==> src/rtl/sram_lane_pkg.sv <==
package sram_lane_pkg;

  localparam int LANES  = 4;
  localparam int LANE_W = 8;
  localparam int DATA_W = LANES * LANE_W;

  typedef enum logic [1:0] {
    WID_8   = 2'b00,
    WID_16  = 2'b01,
    WID_32  = 2'b10,
    WID_32X = 2'b11
  } width_e;

  typedef enum logic [2:0] {
    PH_IDLE = 3'd0,
    PH_RD   = 3'd1,
    PH_TURN = 3'd2,
    PH_WR   = 3'd3,
    PH_REL  = 3'd4
  } phase_e;

  // Which byte lanes a request touches.
  function automatic logic [LANES-1:0] lane_mask(input width_e w, input logic [1:0] sel);
    logic [LANES-1:0] m;
    case (w)
      WID_8:   m = LANES'(1) << sel;
      WID_16:  m = sel[0] ? 4'b1100 : 4'b0011;
      default: m = '1;
    endcase
    return m;
  endfunction

  // Zero every lane outside the mask.
  function automatic logic [DATA_W-1:0] lane_keep(input logic [DATA_W-1:0] d,
                                                  input logic [LANES-1:0] m);
    logic [DATA_W-1:0] r;
    r = '0;
    for (int l = 0; l < LANES; l++) begin
      if (m[l]) r[l*LANE_W +: LANE_W] = d[l*LANE_W +: LANE_W];
    end
    return r;
  endfunction

endpackage

==> src/rtl/sram_lane_decode.sv <==
module sram_lane_decode
  import sram_lane_pkg::*;
(
  input  logic [1:0]       width,
  input  logic [1:0]       lane,
  output logic [LANES-1:0] mask
);

  always_comb begin
    mask = lane_mask(width_e'(width), lane);
    // every request touches at least one lane
    a_mask_nonempty_r2: assert (mask != '0);
  end

endmodule

==> src/rtl/sram_phase_seq.sv <==
module sram_phase_seq
  import sram_lane_pkg::*;
#(
  parameter int RD_CYC   = 5,
  parameter int WR_CYC   = 4,
  parameter int TURN_CYC = 2
) (
  input  logic   clk,
  input  logic   rst_n,
  input  logic   start,
  input  logic   start_wr,
  output phase_e phase,
  output logic   ph_last,
  output logic   wr_drive,
  output logic   idle,
  output logic   done
);

  localparam int MAXC  = (RD_CYC > WR_CYC) ? ((RD_CYC > TURN_CYC) ? RD_CYC : TURN_CYC)
                                           : ((WR_CYC > TURN_CYC) ? WR_CYC : TURN_CYC);
  localparam int CNT_W = $clog2(MAXC + 1);
  localparam logic [CNT_W-1:0] RD_LAST   = CNT_W'(RD_CYC - 1);
  localparam logic [CNT_W-1:0] WR_LAST   = CNT_W'(WR_CYC - 1);
  localparam logic [CNT_W-1:0] TURN_LAST = CNT_W'(TURN_CYC - 1);
  localparam logic [CNT_W-1:0] DRV_FROM  = CNT_W'(TURN_CYC);

  phase_e           ph_q;
  logic [CNT_W-1:0] cnt_q;
  logic             done_q;

  always_comb begin
    case (ph_q)
      PH_RD:   ph_last = (cnt_q == RD_LAST);
      PH_TURN: ph_last = (cnt_q == TURN_LAST);
      PH_WR:   ph_last = (cnt_q == WR_LAST);
      PH_REL:  ph_last = 1'b1;
      default: ph_last = 1'b0;
    endcase
  end

  always_ff @(posedge clk or negedge rst_n) begin
    if (!rst_n) begin
      ph_q   <= PH_IDLE;
      cnt_q  <= '0;
      done_q <= 1'b0;
    end else begin
      done_q <= 1'b0;
      case (ph_q)
        PH_IDLE: if (start) begin
          ph_q  <= start_wr ? PH_WR : PH_RD;
          cnt_q <= '0;
        end
        PH_RD: if (ph_last) begin
          ph_q  <= PH_TURN;
          cnt_q <= '0;
        end else cnt_q <= cnt_q + 1'b1;
        PH_TURN: if (ph_last) begin
          ph_q   <= PH_IDLE;
          cnt_q  <= '0;
          done_q <= 1'b1;
        end else cnt_q <= cnt_q + 1'b1;
        PH_WR: if (ph_last) begin
          ph_q  <= PH_REL;
          cnt_q <= '0;
        end else cnt_q <= cnt_q + 1'b1;
        PH_REL: begin
          ph_q   <= PH_IDLE;
          done_q <= 1'b1;
        end
        default: ph_q <= PH_IDLE;
      endcase
    end
  end

  assign phase    = ph_q;
  assign idle     = (ph_q == PH_IDLE);
  assign done     = done_q;
  assign wr_drive = ((ph_q == PH_WR) && (cnt_q >= DRV_FROM)) || (ph_q == PH_REL);

  // completion is a single-cycle pulse
  p_done_single_r8: assert property (@(posedge clk) disable iff (!rst_n)
    done |=> !done);
  // completion lands in an idle cycle
  p_done_idle_r8: assert property (@(posedge clk) disable iff (!rst_n)
    done |-> idle);
  // a start leaves idle on the next cycle
  p_start_leaves_idle_r9: assert property (@(posedge clk) disable iff (!rst_n)
    start |=> !idle);

endmodule

==> src/rtl/sram_lane_pins.sv <==
module sram_lane_pins
  import sram_lane_pkg::*;
#(
  parameter int ADDR_W = 15
) (
  input  logic              clk,
  input  logic              rst_n,
  input  logic              accept,
  input  logic [ADDR_W-1:0] req_addr,
  input  logic [DATA_W-1:0] req_wdata,
  input  logic [LANES-1:0]  req_mask,
  input  phase_e            phase,
  input  logic              ph_last,
  input  logic              wr_drive,
  input  logic [DATA_W-1:0] mem_dq_i,
  output logic [ADDR_W-1:0] mem_addr,
  output logic [LANES-1:0]  mem_cs_n,
  output logic [LANES-1:0]  mem_we_n,
  output logic              mem_oe_n,
  output logic [DATA_W-1:0] mem_dq_o,
  output logic [LANES-1:0]  mem_dq_oe,
  output logic [DATA_W-1:0] rd_data
);

  logic [ADDR_W-1:0] addr_q;
  logic [DATA_W-1:0] wdata_q;
  logic [LANES-1:0]  mask_q;
  logic [DATA_W-1:0] rd_q;
  logic              in_rd;
  logic              in_wr;
  logic              rd_sample;

  assign in_rd     = (phase == PH_RD);
  assign in_wr     = (phase == PH_WR);
  assign rd_sample = in_rd && ph_last;

  always_ff @(posedge clk or negedge rst_n) begin
    if (!rst_n) begin
      addr_q  <= '0;
      wdata_q <= '0;
      mask_q  <= '0;
      rd_q    <= '0;
    end else begin
      if (accept) begin
        addr_q  <= req_addr;
        wdata_q <= req_wdata;
        mask_q  <= req_mask;
      end
      if (rd_sample) rd_q <= lane_keep(mem_dq_i, mask_q);
    end
  end

  for (genvar l = 0; l < LANES; l++) begin : g_lane
    assign mem_cs_n[l]  = ~((in_rd || in_wr) && mask_q[l]);
    assign mem_we_n[l]  = ~(in_wr && mask_q[l]);
    assign mem_dq_oe[l] = wr_drive && mask_q[l];
  end

  assign mem_oe_n = ~in_rd;
  assign mem_dq_o = wdata_q;
  assign mem_addr = addr_q;
  assign rd_data  = rd_q;

  // strobes form one legal group
  p_group_shape_r2: assert property (@(posedge clk) disable iff (!rst_n)
    (~mem_cs_n) inside {4'h0, 4'hF, 4'h3, 4'hC, 4'h1, 4'h2, 4'h4, 4'h8});
  // a write enable is only low inside its chip select
  p_we_inside_cs_r6: assert property (@(posedge clk) disable iff (!rst_n)
    (mem_we_n | ~mem_cs_n) == 4'hF);
  // output enable and write enable are never low together
  p_oe_excl_we_r6: assert property (@(posedge clk) disable iff (!rst_n)
    !mem_oe_n |-> (mem_we_n == 4'hF));
  // no drive while outputs are or were just enabled
  p_no_drive_on_read_r5: assert property (@(posedge clk) disable iff (!rst_n)
    (mem_dq_oe != 4'h0) |-> (mem_oe_n && $past(mem_oe_n)));
  // driver turns on only after write enable is already low
  p_drive_after_we_r7: assert property (@(posedge clk) disable iff (!rst_n)
    ((mem_dq_oe != 4'h0) && ($past(mem_dq_oe) == 4'h0)) |-> ($past(mem_we_n) != 4'hF));
  // driver still on in the cycle the write enables rise
  p_hold_after_we_r7: assert property (@(posedge clk) disable iff (!rst_n)
    (($past(mem_we_n) != 4'hF) && (mem_we_n == 4'hF)) |-> (mem_dq_oe != 4'h0));
  // driver off one cycle after the write pulse ends
  p_release_r7: assert property (@(posedge clk) disable iff (!rst_n)
    ((mem_dq_oe != 4'h0) && (mem_we_n == 4'hF)) |=> (mem_dq_oe == 4'h0));
  // address is steady while a bank stays selected
  p_addr_steady_r10: assert property (@(posedge clk) disable iff (!rst_n)
    ((mem_cs_n != 4'hF) && ($past(mem_cs_n) != 4'hF)) |-> $stable(mem_addr));

endmodule

==> src/rtl/sram_lane_ctrl.sv <==
module sram_lane_ctrl
  import sram_lane_pkg::*;
#(
  parameter int ADDR_W   = 15,
  parameter int RD_CYC   = 5,
  parameter int WR_CYC   = 4,
  parameter int TURN_CYC = 2
) (
  input  logic              clk,
  input  logic              rst_n,
  input  logic              req_valid,
  output logic              req_ready,
  input  logic              req_write,
  input  logic [1:0]        req_width,
  input  logic [1:0]        req_lane,
  input  logic [ADDR_W-1:0] req_addr,
  input  logic [DATA_W-1:0] req_wdata,
  output logic              rsp_done,
  output logic [DATA_W-1:0] rsp_rdata,
  output logic [ADDR_W-1:0] mem_addr,
  output logic [LANES-1:0]  mem_cs_n,
  output logic [LANES-1:0]  mem_we_n,
  output logic              mem_oe_n,
  output logic [DATA_W-1:0] mem_dq_o,
  output logic [LANES-1:0]  mem_dq_oe,
  input  logic [DATA_W-1:0] mem_dq_i
);

  logic [LANES-1:0] req_mask;
  logic             accept;
  phase_e           phase;
  logic             ph_last;
  logic             wr_drive;
  logic             idle;

  assign accept    = req_valid && idle;
  assign req_ready = idle;

  sram_lane_decode u_decode (
    .width (req_width),
    .lane  (req_lane),
    .mask  (req_mask)
  );

  sram_phase_seq #(
    .RD_CYC   (RD_CYC),
    .WR_CYC   (WR_CYC),
    .TURN_CYC (TURN_CYC)
  ) u_seq (
    .clk      (clk),
    .rst_n    (rst_n),
    .start    (accept),
    .start_wr (req_write),
    .phase    (phase),
    .ph_last  (ph_last),
    .wr_drive (wr_drive),
    .idle     (idle),
    .done     (rsp_done)
  );

  sram_lane_pins #(
    .ADDR_W (ADDR_W)
  ) u_pins (
    .clk       (clk),
    .rst_n     (rst_n),
    .accept    (accept),
    .req_addr  (req_addr),
    .req_wdata (req_wdata),
    .req_mask  (req_mask),
    .phase     (phase),
    .ph_last   (ph_last),
    .wr_drive  (wr_drive),
    .mem_dq_i  (mem_dq_i),
    .mem_addr  (mem_addr),
    .mem_cs_n  (mem_cs_n),
    .mem_we_n  (mem_we_n),
    .mem_oe_n  (mem_oe_n),
    .mem_dq_o  (mem_dq_o),
    .mem_dq_oe (mem_dq_oe),
    .rd_data   (rsp_rdata)
  );

endmodule

==> config.mk <==
export PLATFORM = sky130hd
export DESIGN_NAME = sram_lane_ctrl
export DESIGN_NICKNAME = d
export VERILOG_FILES = /design/src/rtl/sram_lane_pkg.sv /design/src/rtl/sram_lane_decode.sv /design/src/rtl/sram_phase_seq.sv /design/src/rtl/sram_lane_pins.sv /design/src/rtl/sram_lane_ctrl.sv
export SDC_FILE = /design/constraint.sdc
export NUM_CORES = 1
export LEC_CHECK = 0
export BUFFER_PORTS_ARGS = -buffer_cell sky130_fd_sc_hd__buf_2
export CORE_MARGIN = 1.5
export CORE_UTILIZATION = 50
export CTS_CLUSTER_SIZE = 28
export DETAILED_ROUTE_END_ITERATION = 7
export PLACE_DENSITY_LB_ADDON = 0.1
export REMOVE_ABC_BUFFERS = 1
export SETUP_SLACK_MARGIN = 0.1
export SLEW_MARGIN = 20
export SYNTH_ARGS = -nofsm -noshare
export SYNTH_HDL_FRONTEND = slang
export SYNTH_SLANG_ARGS = --single-unit
==> constraint.sdc <==
create_clock -name clk -period 4.4 [get_ports clk]
set_clock_uncertainty 0.1 [all_clocks]
set_input_delay 0.88 -clock clk [delete_from_list [all_inputs] [get_ports clk]]
set_output_delay 0.88 -clock clk [all_outputs]
set_load 0.01 [all_outputs]
# --- Yosys cells after proc, flatten, opt, wreduce, memory -nomap -nowiden ---
# Index checks and enable logic that the tools add are counted.
classes:
  addsub: 1
  multipliers: 0
  n_div: 0
  order_cmp: 1
  eq_ne: 12
  shifts: 1
  mux: 18
  bitwise: 9
  n_reduce_logical: 23
op_table:
  columns: ["operator", "count"]
  rows:
  - ["$mux W8", 4]
  - ["$mux W3", 6]
  - ["$logic_and A1 B1 Y1", 15]
  - ["$pmux W3 S4", 1]
  - ["$eq A3 B2 Y1 const B", 3]
  - ["$not A1 Y1", 9]
  - ["$pmux W4 S2", 1]
  - ["$eq A3 B1 Y1 const B", 2]
  - ["$eq A3 B3 Y1 const B", 2]
  - ["$ne A2 B1 Y1 const B", 3]
  - ["$pmux W3 S2", 1]
  - ["$mux W4", 1]
  - ["$pmux W1 S4", 1]
  - ["$reduce_and A4 Y1", 1]
  - ["$shl A1 B2 Y4 const A", 1]
  - ["$add A3 B1 Y3 const B", 1]
  - ["$ge A3 B2 Y1 const B", 1]
  - ["$logic_not A3 Y1", 1]
  - ["$reduce_or A3 Y1", 1]
  - ["$eq A2 B1 Y1 const B", 1]
  - ["$logic_not A2 Y1", 1]
  - ["$logic_or A1 B1 Y1", 2]
  - ["$mux W2", 1]
  - ["$ne A2 B2 Y1 const B", 1]
  - ["other kinds (4)", 4]
word_totals:
  regBits: 90
  latchBits: 0
  ram_bits: 0
  mem_bits_ro: 0
  in_bits: 87
  elab_cells: 72
  memories: 0

# --- Logic depth before layout (Yosys ltp) ---
# Gate-level depths: netlist of the first run.
depth:
  word_depth: 4
  mapped_depth: 6
  mapped_depth_nobuf: 5

# --- By module ---
# From an unflattened synthesis of the first run, not the netlist that was laid out.
hier_totals:
  cells_unflattened: 320
  hier_area_um2: 3947.5
by_module_without_submodules:
  columns: ["mod", "n_inst", "cells_per_inst", "area_each_um2"]
  rows:
  - ["sram_lane_pins", 1, 260, 3418.3]
  - ["sram_phase_seq", 1, 50, 467.9]
  - ["sram_lane_decode", 1, 9, 55.1]
  - ["sram_lane_ctrl", 1, 1, 6.3]

# --- Least setup slack after synthesis of the first run ---
# No wires, ideal clock.
synth_path:
  path_kind: "register -> output"
  startpoint: "register u_seq.cnt_q[0]"
  endpoint: "output port mem_dq_oe[0]"
  arrival_ns: 1.360
  setup_slack_ns: 2.060
  path_stages_with_launch: 6
  n_path_buf: 0
  cell_sequence: "dfrtp_1 > inv_1 > ha_1 > or3_1 > a22o_1 > and2_1"
synth_between:
  elab_chain_cells: 4
synth_lines:
  columns: ["item", "line", "source"]
  rows:
  - ["start: declaration", "sram_phase_seq.sv:28", "logic [CNT_W-1:0] cnt_q;"]
  - ["start signal: assignment", "sram_phase_seq.sv:56", "end else cnt_q <= cnt_q + 1'b1;"]
  - ["start signal: assignment", "sram_phase_seq.sv:61", "end else cnt_q <= cnt_q + 1'b1;"]
  - ["start signal: assignment", "sram_phase_seq.sv:65", "end else cnt_q <= cnt_q + 1'b1;"]
  - ["$ge A3 B2 Y1", "sram_phase_seq.sv:78", "assign wr_drive = ((ph_q == PH_WR) && (cnt_q >= DRV_FROM)) || (ph_q == PH_REL);"]
  - ["$logic_and A1 B1 Y1", "sram_phase_seq.sv:78", null]
  - ["$logic_or A1 B1 Y1", "sram_phase_seq.sv:78", null]
  - ["$logic_and A1 B1 Y1", "sram_lane_pins.sv:56", "assign mem_dq_oe[l] = wr_drive && mask_q[l];"]
  - ["end: declaration", "sram_lane_ctrl.sv:25", "output logic [LANES-1:0] mem_dq_oe,"]
# No other way between the ends.

# --- Worst setup path after layout of the first run ---
layout_path:
  startpoint: "register u_seq.cnt_q[0]"
  endpoint: "output port mem_dq_oe[2]"
# The elaborated chain is that of the path after synthesis.

==> summary.txt, run 1 <==
Critical path
  • CP endpoint kind: output port
  • CP max-delay cell: dfrtp_1
  • Bufs and invs on worst path: 2
  • Critical setup path kind: flip-flop to output port
  • Worst-path fanout max: 8
  • Critical path required time: 3420 ps
  • Arrival @ worst endpoint: 1940 ps
  • Worst path cell trace: inv_1 -> ha_1 -> or3_1 -> a22o_1 -> and2_1 -> buf_2
  • Slowest cell delay on critical path: 450 ps
  • Family with the most delay on the worst path: simple AND/OR/NAND/NOR gates
  • CP Launch Type: flip-flop

Timing
  • Crit path time final: 2920 ps
  • RSZ-0062 raised after global routing: no
  • Final setup viols: 0
  • Final WS setup: 1480 ps
  • Fmax: 0.342 GHz
  • Slew margin rel.: 47.9%
  • Worst-Margin Slew: 781 ps
  • Slew Limit Fails: 0
  • Hold Vio Cnt, Final: 0
  • Final worst path period share: 66.4%

Placed design
  • Post-DP HPWL: 5940 microns
  • Dpl cell area: 0.00484 sq mm
  • Worst slack at placement: 1840 ps
  • Port buffer count: 180
  • GP Congestion: 0.849

Logic synthesis
  • Largest family of logic cells by synthesized area: multiplexers
  • Top cells by count, synth: dfrtp_1 (90), mux2_2 (47), nand2_1 (42)
  • Simple-gate share of the synthesized area: 9.30%
  • Post-synthesis instance total: 328
  • Post-synth top area share: 57.3%
  • Syn Area/Cell: 12.0 sq um
  • Number of distinct library cells after synthesis: 37
  • Mux contribution to synthesized area: 21.6%
  • Post-Synth Adder-Cell Area: 0.637%
  • Main flop type after synthesis: dfrtp_1
  • Synth Warn #: 0
  • Post-synthesis xor/xnor area fraction: 0%
  • Top post-synthesis cells by area: dfrtp_1 (57%), mux2_2 (13%), mux2i_1 (8.2%)
  • Ys async rst share: 100%
  • Mapped Area: 0.00393 sq mm
  • Compound-cell area share of the yosys netlist: 3.95%
  • Post-synth EDFFs: 0
  • Flops & latches, synth: 90
  • Most common cell in the netlist: dfrtp_1
  • Part of the Yosys area used for sequential elements: 57.3%
  • Post-synth top area cell: dfrtp_1

Die
  • Row cnt: 32
  • Die Wd: 91.6 microns
  • Area of the core: 0.00765 sq mm
  • Die height: 91.6 microns
  • I/O Pins: 181
  • Initial Utilization: 51.4%
  • Die Area: 0.00840 sq mm

Worst hold path
  • Min-Delay Path Class: flip-flop to flip-flop

Global route
  • Antenna violations before repair: 0
  • All-Layer GR Usage: 20.7%
  • GRT Residual Overflow: 0
  • Largest net degree at the start of global routing: 63
  • Global-route wire length before repair: 13800 microns
  • Vias in the first global route: 2989

Clock tree
  • CTS tree: built
  • CTS Buf Count: 9
  • CTS Root Cell: clkbuf_8
  • Hold buffer count at cts: 0
  • Clock slew at reported path FFs: 90 ps
  • # resized after CTS: 0
  • Num Clock Sinks: 90
  • Postcts setup bufs: 0
  • Worst-skew pair later-pin latency: 340 ps
  • CTS Buffer Depth: 2
  • CTS H-tree lvls: 3

Cells and area
  • ANT cells: 0
  • Area Growth Syn to Fin: 28.5%
  • Layout cell share with drive strength beyond 1: 48.7%
  • Fin util: 66.0%
  • Final Cell Area: 0.00505 sq mm
  • Nets: 591

Routing
  • Drt wl/cell: 13.6 microns
  • Initial detailed-routing violation count: 92
  • Total vias in the final route: 2961
  • Routed Antenna Nets: 0
  • Number of remaining DRC errors: 0
  • Pre-antenna DRT Iters: 4
  • Post-Route WL: 8260 microns
  • Vias per cell: 4.86

Pwr
  • P_leak: 2.81 nW
  • Pwr/cell area: 696 mW/mm^2
  • Tot Pwr: 3.51 mW
  • Max VDD drop: 0.000341 V

Run status
  • Status: finished, final reports clean

Job
  • Max-cap viol count: 0
[layout by cell type, fill, tap and decap left out, types with 2 or more instances in the layout]
master / n
a211oi_1: 2
a21o_1: 2
a21oi_1: 4
a31oi_1: 5
and2_1: 4
buf_2: 179
buf_4: 3
clkbuf_8: 10
clkinvlp_4: 3
dfrtp_1: 90
ha_1: 2
inv_1: 38
mux2_2: 47
mux2i_1: 32
nand2_1: 42
nand2b_1: 3
nor2_1: 9
nor2b_1: 3
nor3_1: 3
nor4_1: 2
o21ai_0: 3
o31ai_1: 2
or3_1: 2
[final cells by class]
cell class,count,area [sq um]
fillers,620,2600
flip-flops and latches,90,2250
multi-input cells,181,1400
repair buffers,182,918
inverters,38,143
clock buffers,10,138
well taps,102,128
clock inverters,6,66.3
[per-stage QoR]
step,setup TNS (ps),instances,hold slack (ps)
finish,0,609,404
CTS,0,609,411
detailed placement,0,593,390
floorplan,-153890,309,442
global placement,0,593,384
global route,0,609,422
[flip-flops by register name, indices dropped and copies added (netlist names)]
name,count
u_pins.mask_q,4
u_seq.phase,3
u_pins.rd_data,32
u_pins.mem_addr,15
u_seq.done,1
u_pins.mem_dq_o,32
u_seq.cnt_q,3
[final timing paths]
kind,startpoint,endpoint,slack [ps],cells past startpoint
min,u_pins.mem_addr[12]$_DFFE_PN0P_,u_pins.mem_addr[12]$_DFFE_PN0P_,400,1
min reg2reg,u_pins.mem_addr[12]$_DFFE_PN0P_,u_pins.mem_addr[12]$_DFFE_PN0P_,400,1
max,u_seq.cnt_q[0]$_DFFE_PN0P_,mem_dq_oe[2],1480,6
min in group asynchronous,rst_n,u_pins.rd_data[13]$_DFFE_PN0P_,510,1
max reg2reg,u_seq.phase[0]$_DFFE_PN0P_,u_pins.rd_data[23]$_DFFE_PN0P_,2220,3
max in group asynchronous,rst_n,u_pins.mem_dq_o[18]$_DFFE_PN0P_,2830,2
[cells by family after synthesis]
kind of cell / count (synthesis)
DFF: 90
muxes: 79
and+or+nand+nor: 77
buffers and inverters: 57
AOI/OAI and AO/OA: 23
adders and majority gates: 2
[metal layers]
layer / track usage (%) / vias to the layer above / routed length [microns]
met4: 7.29 / 0 / 132
met5: 0 / - / 0
met2: 34.5 / 116 / 3890
li1: - / 1440 / -
met3: 6.47 / 12 / 771
met1: 25.2 / 1393 / 3470
[report_power, final]
group / switching, mW / leakage, nW / internal (mW)
combinational: 0.718 / 1.63 / 0.732
clock: 0.284 / 0.0945 / 0.278
sequential: 0.285 / 1.09 / 1.22
total: 1.29 / 2.81 / 2.23
Note: power is estimated with default switching activity, not from simulation.
==> inputs of run 2 (changes only) <==
--- a/config.mk
+++ b/config.mk
@@ -7,7 +7,7 @@
 export LEC_CHECK = 0
 export BUFFER_PORTS_ARGS = -buffer_cell sky130_fd_sc_hd__buf_2
 export CORE_MARGIN = 1.5
-export CORE_UTILIZATION = 50
+export CORE_UTILIZATION = 42
 export CTS_CLUSTER_SIZE = 28
 export DETAILED_ROUTE_END_ITERATION = 7
 export PLACE_DENSITY_LB_ADDON = 0.1
==> constraint.sdc (replaced) <==
create_clock -name clk -period 2.55 [get_ports clk]
set_clock_uncertainty 0.1 [all_clocks]
set_input_delay 0.51 -clock clk [delete_from_list [all_inputs] [get_ports clk]]
set_output_delay 0.51 -clock clk [all_outputs]
set_load 0.01 [all_outputs]
==> run 2 against run 1 <==
- clock power up 87%
- die area up 18%
- sequential share of layout area down 0.89 points
- non-clock buffer count up 7
- cell count up 2.5%
- core utilization down 9.6 points
- sequential power up 73%
- combinational power up 81%
- critical path type unchanged
- largest cell class unchanged
- highest routed layer unchanged
==> summary.txt, run 2 (same netlist as run 1, synthesis figures left out) <==
Run status
  • Status: finished, final reports clean

Cells and area
  • Fillers: 810 (+31%)
  • Most frequent cells in the layout: buf_2 (179), dfrtp_1 (85), mux2_2 (47)
  • Nets: 598 (+1.2%)
  • ANT cells: 0 (unchanged)
  • Area of the multi-input gates: 0.00141 sq mm (+0.71%)
  • Layout cell share with drive strength beyond 1: 50.5% (+1.8 points)
  • Commonest non-fill, non-tap cell in the layout: buf_2
  • Area Growth Syn to Fin: 31.5%
  • Register area: 0.00226 sq mm (+0.28%)
  • Fin util: 56.4% (-9.6 points)
  • Final Non-Filler Cells: 624 (+2.5%)

Pwr
  • P_leak: 2.86 nW (+1.6%)
  • Pwr/cell area: 1210 mW/mm^2 (+74%)
  • Max VDD drop: 0.000620 V (+82%)

Critical path
  • CP endpoint kind: output port
  • R2R setup slack: 360 ps (-1860 ps)
  • Critical path required time: 1940 ps (-1480 ps)
  • Arrival @ worst endpoint: 1790 ps (-150 ps)
  • Critical setup path kind: flip-flop to output port
  • CP Launch Type: flip-flop
  • Worst-path fanout max: 4 (-4)

Routing
  • Initial detailed-routing violation count: 108 (+17%)
  • Number of remaining DRC errors: 0 (unchanged)
  • Pre-antenna DRT Iters: 4 (unchanged)
  • Drt wl/cell: 13.8 microns (+1.9%)
  • Total vias in the final route: 2988 (+0.91%)
  • Post-Route WL: 8630 microns (+4.4%)
  • Vias per cell: 4.79 (-1.5%)
  • Routed Antenna Nets: 0 (unchanged)

Timing
  • Final setup viols: 0 (unchanged)
  • Slew margin rel.: 64.0% (+16 points)
  • Slew Limit Fails: 0 (unchanged)
  • Crit path time final: 2400 ps
  • Worst-Margin Slew: 540 ps (-241 ps)
  • Hold Vio Cnt, Final: 0 (unchanged)
  • Final worst path period share: 94.0%
  • RSZ-0062 raised after global routing: yes
  • Hold WS: 272 ps (-132 ps)
  • TNS Setup: 0 ps (unchanged)
  • Fmax: 0.417 GHz

Clock tree
  • CTS H-tree lvls: 3 (unchanged)
  • CTS tree: built
  • Worst-skew pair later-pin latency: 340 ps (about the same)
  • CTS Buf Count: 9 (unchanged)
  • CTS Root Cell: clkbuf_8
  • Clock slew at reported path FFs: 80 ps (about the same)
  • Num Clock Sinks: 90 (unchanged)
  • CTS Buffer Depth: 2 (unchanged)

Global route
  • All-Layer GR Usage: 17.6% (-3.0 points)
  • Antenna violations before repair: 0 (unchanged)
  • Largest net degree at the start of global routing: 87 (+38%)
  • Vias in the first global route: 2880 (-3.6%)
  • Global-route wire length before repair: 13700 microns (-0.45%)
  • GRT Residual Overflow: 0 (unchanged)

Die
  • Die Area: 0.00994 sq mm (+18%)
  • Initial Utilization: 42.9% (-8.4 points)
  • I/O Pins: 181 (unchanged)
  • Row cnt: 35 (+9.4%)
  • Die Wd: 99.7 microns (+8.8%)
  • Area of the core: 0.00915 sq mm (+20%)
  • Die height: 99.7 microns (+8.8%)

Placed design
  • GP Congestion: 0.770 (-9.3%)
  • Post-DP HPWL: 6150 microns (+3.5%)
  • Inst Count DP: 605 (+2.0%)
  • Port buffer count: 180 (unchanged)

Job
  • Max-cap viol count: 0 (unchanged)

Worst hold path
  • Min-Delay Path Class: primary input to flip-flop
-- run 2: cell count changes in the layout (fill, tap and decap cells not counted), sizes merged --
cell	change
buf	+6
clkinvlp	-2
bufinv	+1
clkbuf	-1
dlygate4sd3	+1
inv	+1
-- run 2: worst paths after layout --
path | depth (start not counted) | to | from
max | 5 | mem_dq_oe[2] | u_seq.cnt_q[1]$_DFFE_PN0P_
min | 3 | u_seq.phase[1]$_DFFE_PN0P_ | req_write
max reg2reg | 5 | u_pins.rd_data[20]$_DFFE_PN0P_ | u_seq.cnt_q[0]$_DFFE_PN0P_
min reg2reg | 1 | u_pins.mem_addr[0]$_DFFE_PN0P_ | u_pins.mem_addr[0]$_DFFE_PN0P_
max in group asynchronous | 3 | u_pins.mem_dq_o[30]$_DFFE_PN0P_ | rst_n
min in group asynchronous | 2 | u_pins.rd_data[10]$_DFFE_PN0P_ | rst_n
-- run 2: layout make-up --
class | instances | share of cell area (%)
clock buffer | 9 | 2.40
clock inverter | 6 | 1.74
inverter | 38 | 2.76
multi-input combinational | 181 | 27.4
sequential | 90 | 43.7
tap | 111 | 2.69
timing repair buffer | 189 | 19.3
-- run 2: what timing repair did --
item,4_1_cts,5_1_grt
pin swaps,0,1
resized for setup,2,6
hold buffers,1,0
setup endpoints to repair,4,4
hold endpoints to repair,4,0
buffers inserted,3,0
-- run 2: report_power, final --
| group | total [mW] | switching [mW] | internal, mW |
|---|---|---|---|
| Combinational | 2.62 | 1.29 | 1.33 |
| Clock | 1.05 | 0.500 | 0.551 |
| Sequential | 2.59 | 0.481 | 2.11 |
-- run 2: stage by stage --
stage | instance area, sq um | worst slack (ps) | power, mW
6_report | 5170 | 153 | 6.26
3_3_place_gp | 4900 | 401 | 5.13
2_1_floorplan | 3790 | -4600 | 4.11
3_5_place_dp | 4900 | 350 | 5.22
5_1_grt | 5170 | 65.8 | 6.75
4_1_cts | 5150 | 116 | 6.32
-- run 2: routing by layer --
| layer | vias up | global-route usage, % | share of wire [%] |
|---|---|---|---|
| met5 | - | 0 | 0 |
| met4 | 0 | 6.83 | 1.5 |
| met3 | 11 | 7.52 | 10 |
| met2 | 143 | 27.3 | 45 |
| met1 | 1390 | 21.9 | 43 |
| li1 | 1444 | - | - |
-- run 2: worst max-delay path, cell delays in order (launching register included) --
cell and delay, ps:
dfrtp_2 450, ha_4 160, or3_1 310, a22o_1 240, and2_1 180, buf_2 130
==> inputs of run 3 (changes only) <==
--- a/config.mk
+++ b/config.mk
@@ -10,10 +10,10 @@
 export CORE_UTILIZATION = 42
 export CTS_CLUSTER_SIZE = 28
 export DETAILED_ROUTE_END_ITERATION = 7
-export PLACE_DENSITY_LB_ADDON = 0.1
+export PLACE_DENSITY = 0.85
 export REMOVE_ABC_BUFFERS = 1
 export SETUP_SLACK_MARGIN = 0.1
-export SLEW_MARGIN = 20
+export SKIP_CTS_REPAIR_TIMING = 1
 export SYNTH_ARGS = -nofsm -noshare
 export SYNTH_HDL_FRONTEND = slang
 export SYNTH_SLANG_ARGS = --single-unit
==> run 3 against run 2 <==
- sequential share of layout area about the same
- cell area about the same
- largest power group unchanged
- die area unchanged
==> summary.txt, run 3 (same netlist as run 1, synthesis figures left out) <==
Run status
  • Status: finished, final reports clean

Timing
  • Crit path time final: 2430 ps (+30.1 ps)
  • Fmax: 0.412 GHz (-1.2%)
  • Slew Limit Fails: 0 (unchanged)
  • RSZ-0062 raised after global routing: yes
  • Slew margin rel.: 64.3% (+0.35 points)
  • Final worst path period share: 95.2% (+1.2 points)
  • Final WS setup: 122 ps (-30.1 ps)
  • Final setup viols: 0 (unchanged)
  • TNS Setup: 0 ps (unchanged)
  • Hold Vio Cnt, Final: 0 (unchanged)
  • Worst-Margin Slew: 535 ps (-5.31 ps)

Routing
  • Vias per cell: 4.90 (+2.3%)
  • Pre-antenna DRT Iters: 5 (+1)
  • Drt wl/cell: 14.5 microns (+4.8%)
  • Routed Antenna Nets: 0 (unchanged)
  • Post-Route WL: 9080 microns (+5.2%)
  • Total vias in the final route: 3066 (+2.6%)
  • Initial detailed-routing violation count: 74 (-31%)
  • Number of remaining DRC errors: 0 (unchanged)

Clock tree
  • CTS H-tree lvls: 3 (unchanged)
  • Worst-skew pair later-pin latency: 340 ps (about the same)
  • CTS Root Cell: clkbuf_8
  • CTS Buf Count: 9 (unchanged)
  • Num Clock Sinks: 90 (unchanged)
  • Clock slew at reported path FFs: 90 ps (about the same)
  • CTS Buffer Depth: 2 (unchanged)
  • CTS tree: built

Worst hold path
  • Min-Delay Path Class: primary input to async pin

Pwr
  • P_leak: 2.86 nW (about the same)
  • Pwr/cell area: 1220 mW/mm^2 (+0.69%)
  • Max VDD drop: 0.000558 V (-10%)

Cells and area
  • Layout cell share with drive strength beyond 1: 50.9% (+0.39 points)
  • ANT cells: 0 (unchanged)
  • Most frequent cells in the layout: buf_2 (179), dfrtp_1 (85), mux2_2 (47)
  • Commonest non-fill, non-tap cell in the layout: buf_2
  • Area Growth Syn to Fin: 31.4% (about the same)
  • Nets: 599 (+0.17%)
  • Final Non-Filler Cells: 626 (+0.32%)
  • Fin util: 56.4% (about the same)
  • Fillers: 755 (-6.8%)

Global route
  • GRT met2 Usage: 31.3% (+4.0 points)
  • M3 GR Usage: 6.18% (-1.3 points)
  • All-Layer GR Usage: 18.2% (+0.53 points)
  • GRT Residual Overflow: 0 (unchanged)
  • GR Util met1: 21.2% (-0.80 points)
  • Antenna violations before repair: 0 (unchanged)
  • Global-route wire length before repair: 14300 microns (+4.2%)
  • Largest net degree at the start of global routing: 58 (-33%)
  • Vias in the first global route: 3179 (+10%)
  • Global route hottest layer: met2

Die
  • Initial Utilization: 42.9% (unchanged)
  • Row cnt: 35 (unchanged)
  • Die Area: 0.00994 sq mm (unchanged)
  • Die height: 99.7 microns (unchanged)
  • I/O Pins: 181 (unchanged)
  • Area of the core: 0.00915 sq mm (unchanged)
  • Die Wd: 99.7 microns (unchanged)

Critical path
  • Worst path cell trace: ha_4 -> or3_1 -> a22o_1 -> and2_1 -> buf_2
  • Critical path required time: 1940 ps (about the same)
  • Worst-path fanout max: 6 (+2)
  • CP max-delay cell: dfrtp_2
  • Critical setup path kind: flip-flop to output port
  • CP Launch Type: flip-flop
  • CP endpoint kind: output port
  • Slowest cell delay on critical path: 470 ps (+20 ps)
  • Arrival @ worst endpoint: 1820 ps (+30 ps)

Placed design
  • Port buffer count: 180 (unchanged)
  • GP Congestion: 0.841 (+9.3%)
  • Worst slack at placement: 350 ps (+0.406 ps)
  • Post-DP HPWL: 6610 microns (+7.4%)
  • Inst Count DP: 605 (unchanged)

Job
  • Max-cap viol count: 0 (unchanged)
run 3: metrics by stage:
step,area [sq um],power [mW],hold slack (ps)
after floorplan,3790,4.11,114
after global placement,4900,5.09,384
after detailed placement,4900,5.24,392
after CTS,5110,6.28,-3.22
after global routing,5160,6.75,9.25
final,5160,6.30,6.73
run 3: cell type report:
cell class	instances	area, sq um	share of cell area (%)
sequential	90	2260	43.7
clock buffer	9	124	2.40
inverter	38	143	2.76
multi-input combinational	181	1410	27.4
clock inverter	7	83.8	1.62
timing repair buffer	190	1000	19.4
tap	111	139	2.69
run 3: worst max-delay path, delay by kind of cell (launching register included):
| family | cells | cell delay, ps |
|---|---|---|
| adder cells (fa/ha/maj) | 1 | 170 |
| AO/OA/AOI/OAI | 1 | 240 |
| buffers and inverters | 1 | 130 |
| flip-flops | 1 | 470 |
| AND/OR/NAND/NOR | 2 | 470 |
run 3: final timing paths:
path                                                   end                            from  cells past startpoint  slack [ps]
min in group clk            u_pins.mem_addr[7]$_DFFE_PN0P_                     req_addr[7]                      2         290
min reg2reg                 u_pins.mem_addr[8]$_DFFE_PN0P_  u_pins.mem_addr[8]$_DFFE_PN0P_                      1         410
max                                           mem_dq_oe[3]      u_seq.cnt_q[1]$_DFFE_PN0P_                      5         120
max reg2reg                 u_pins.rd_data[27]$_DFFE_PN0P_      u_seq.cnt_q[2]$_DFFE_PN0P_                      4         390
max in group asynchronous  u_pins.mem_dq_o[26]$_DFFE_PN0P_                           rst_n                      2        1680
min                         u_pins.rd_data[25]$_DFFE_PN0P_                           rst_n                      1           7
run 3: routing by layer:
layer | up-vias | wire length (microns)
met3 | 9 | 759
li1 | 1448 | -
met2 | 163 | 4480
met5 | - | 0
met4 | 0 | 102
met1 | 1446 | 3730
run 3: power breakdown:
group | switching (mW) | internal (mW) | leakage, nW
clock network | 0.536 | 0.473 | 0.103
logic | 1.33 | 1.35 | 1.67
registers | 0.503 | 2.11 | 1.08
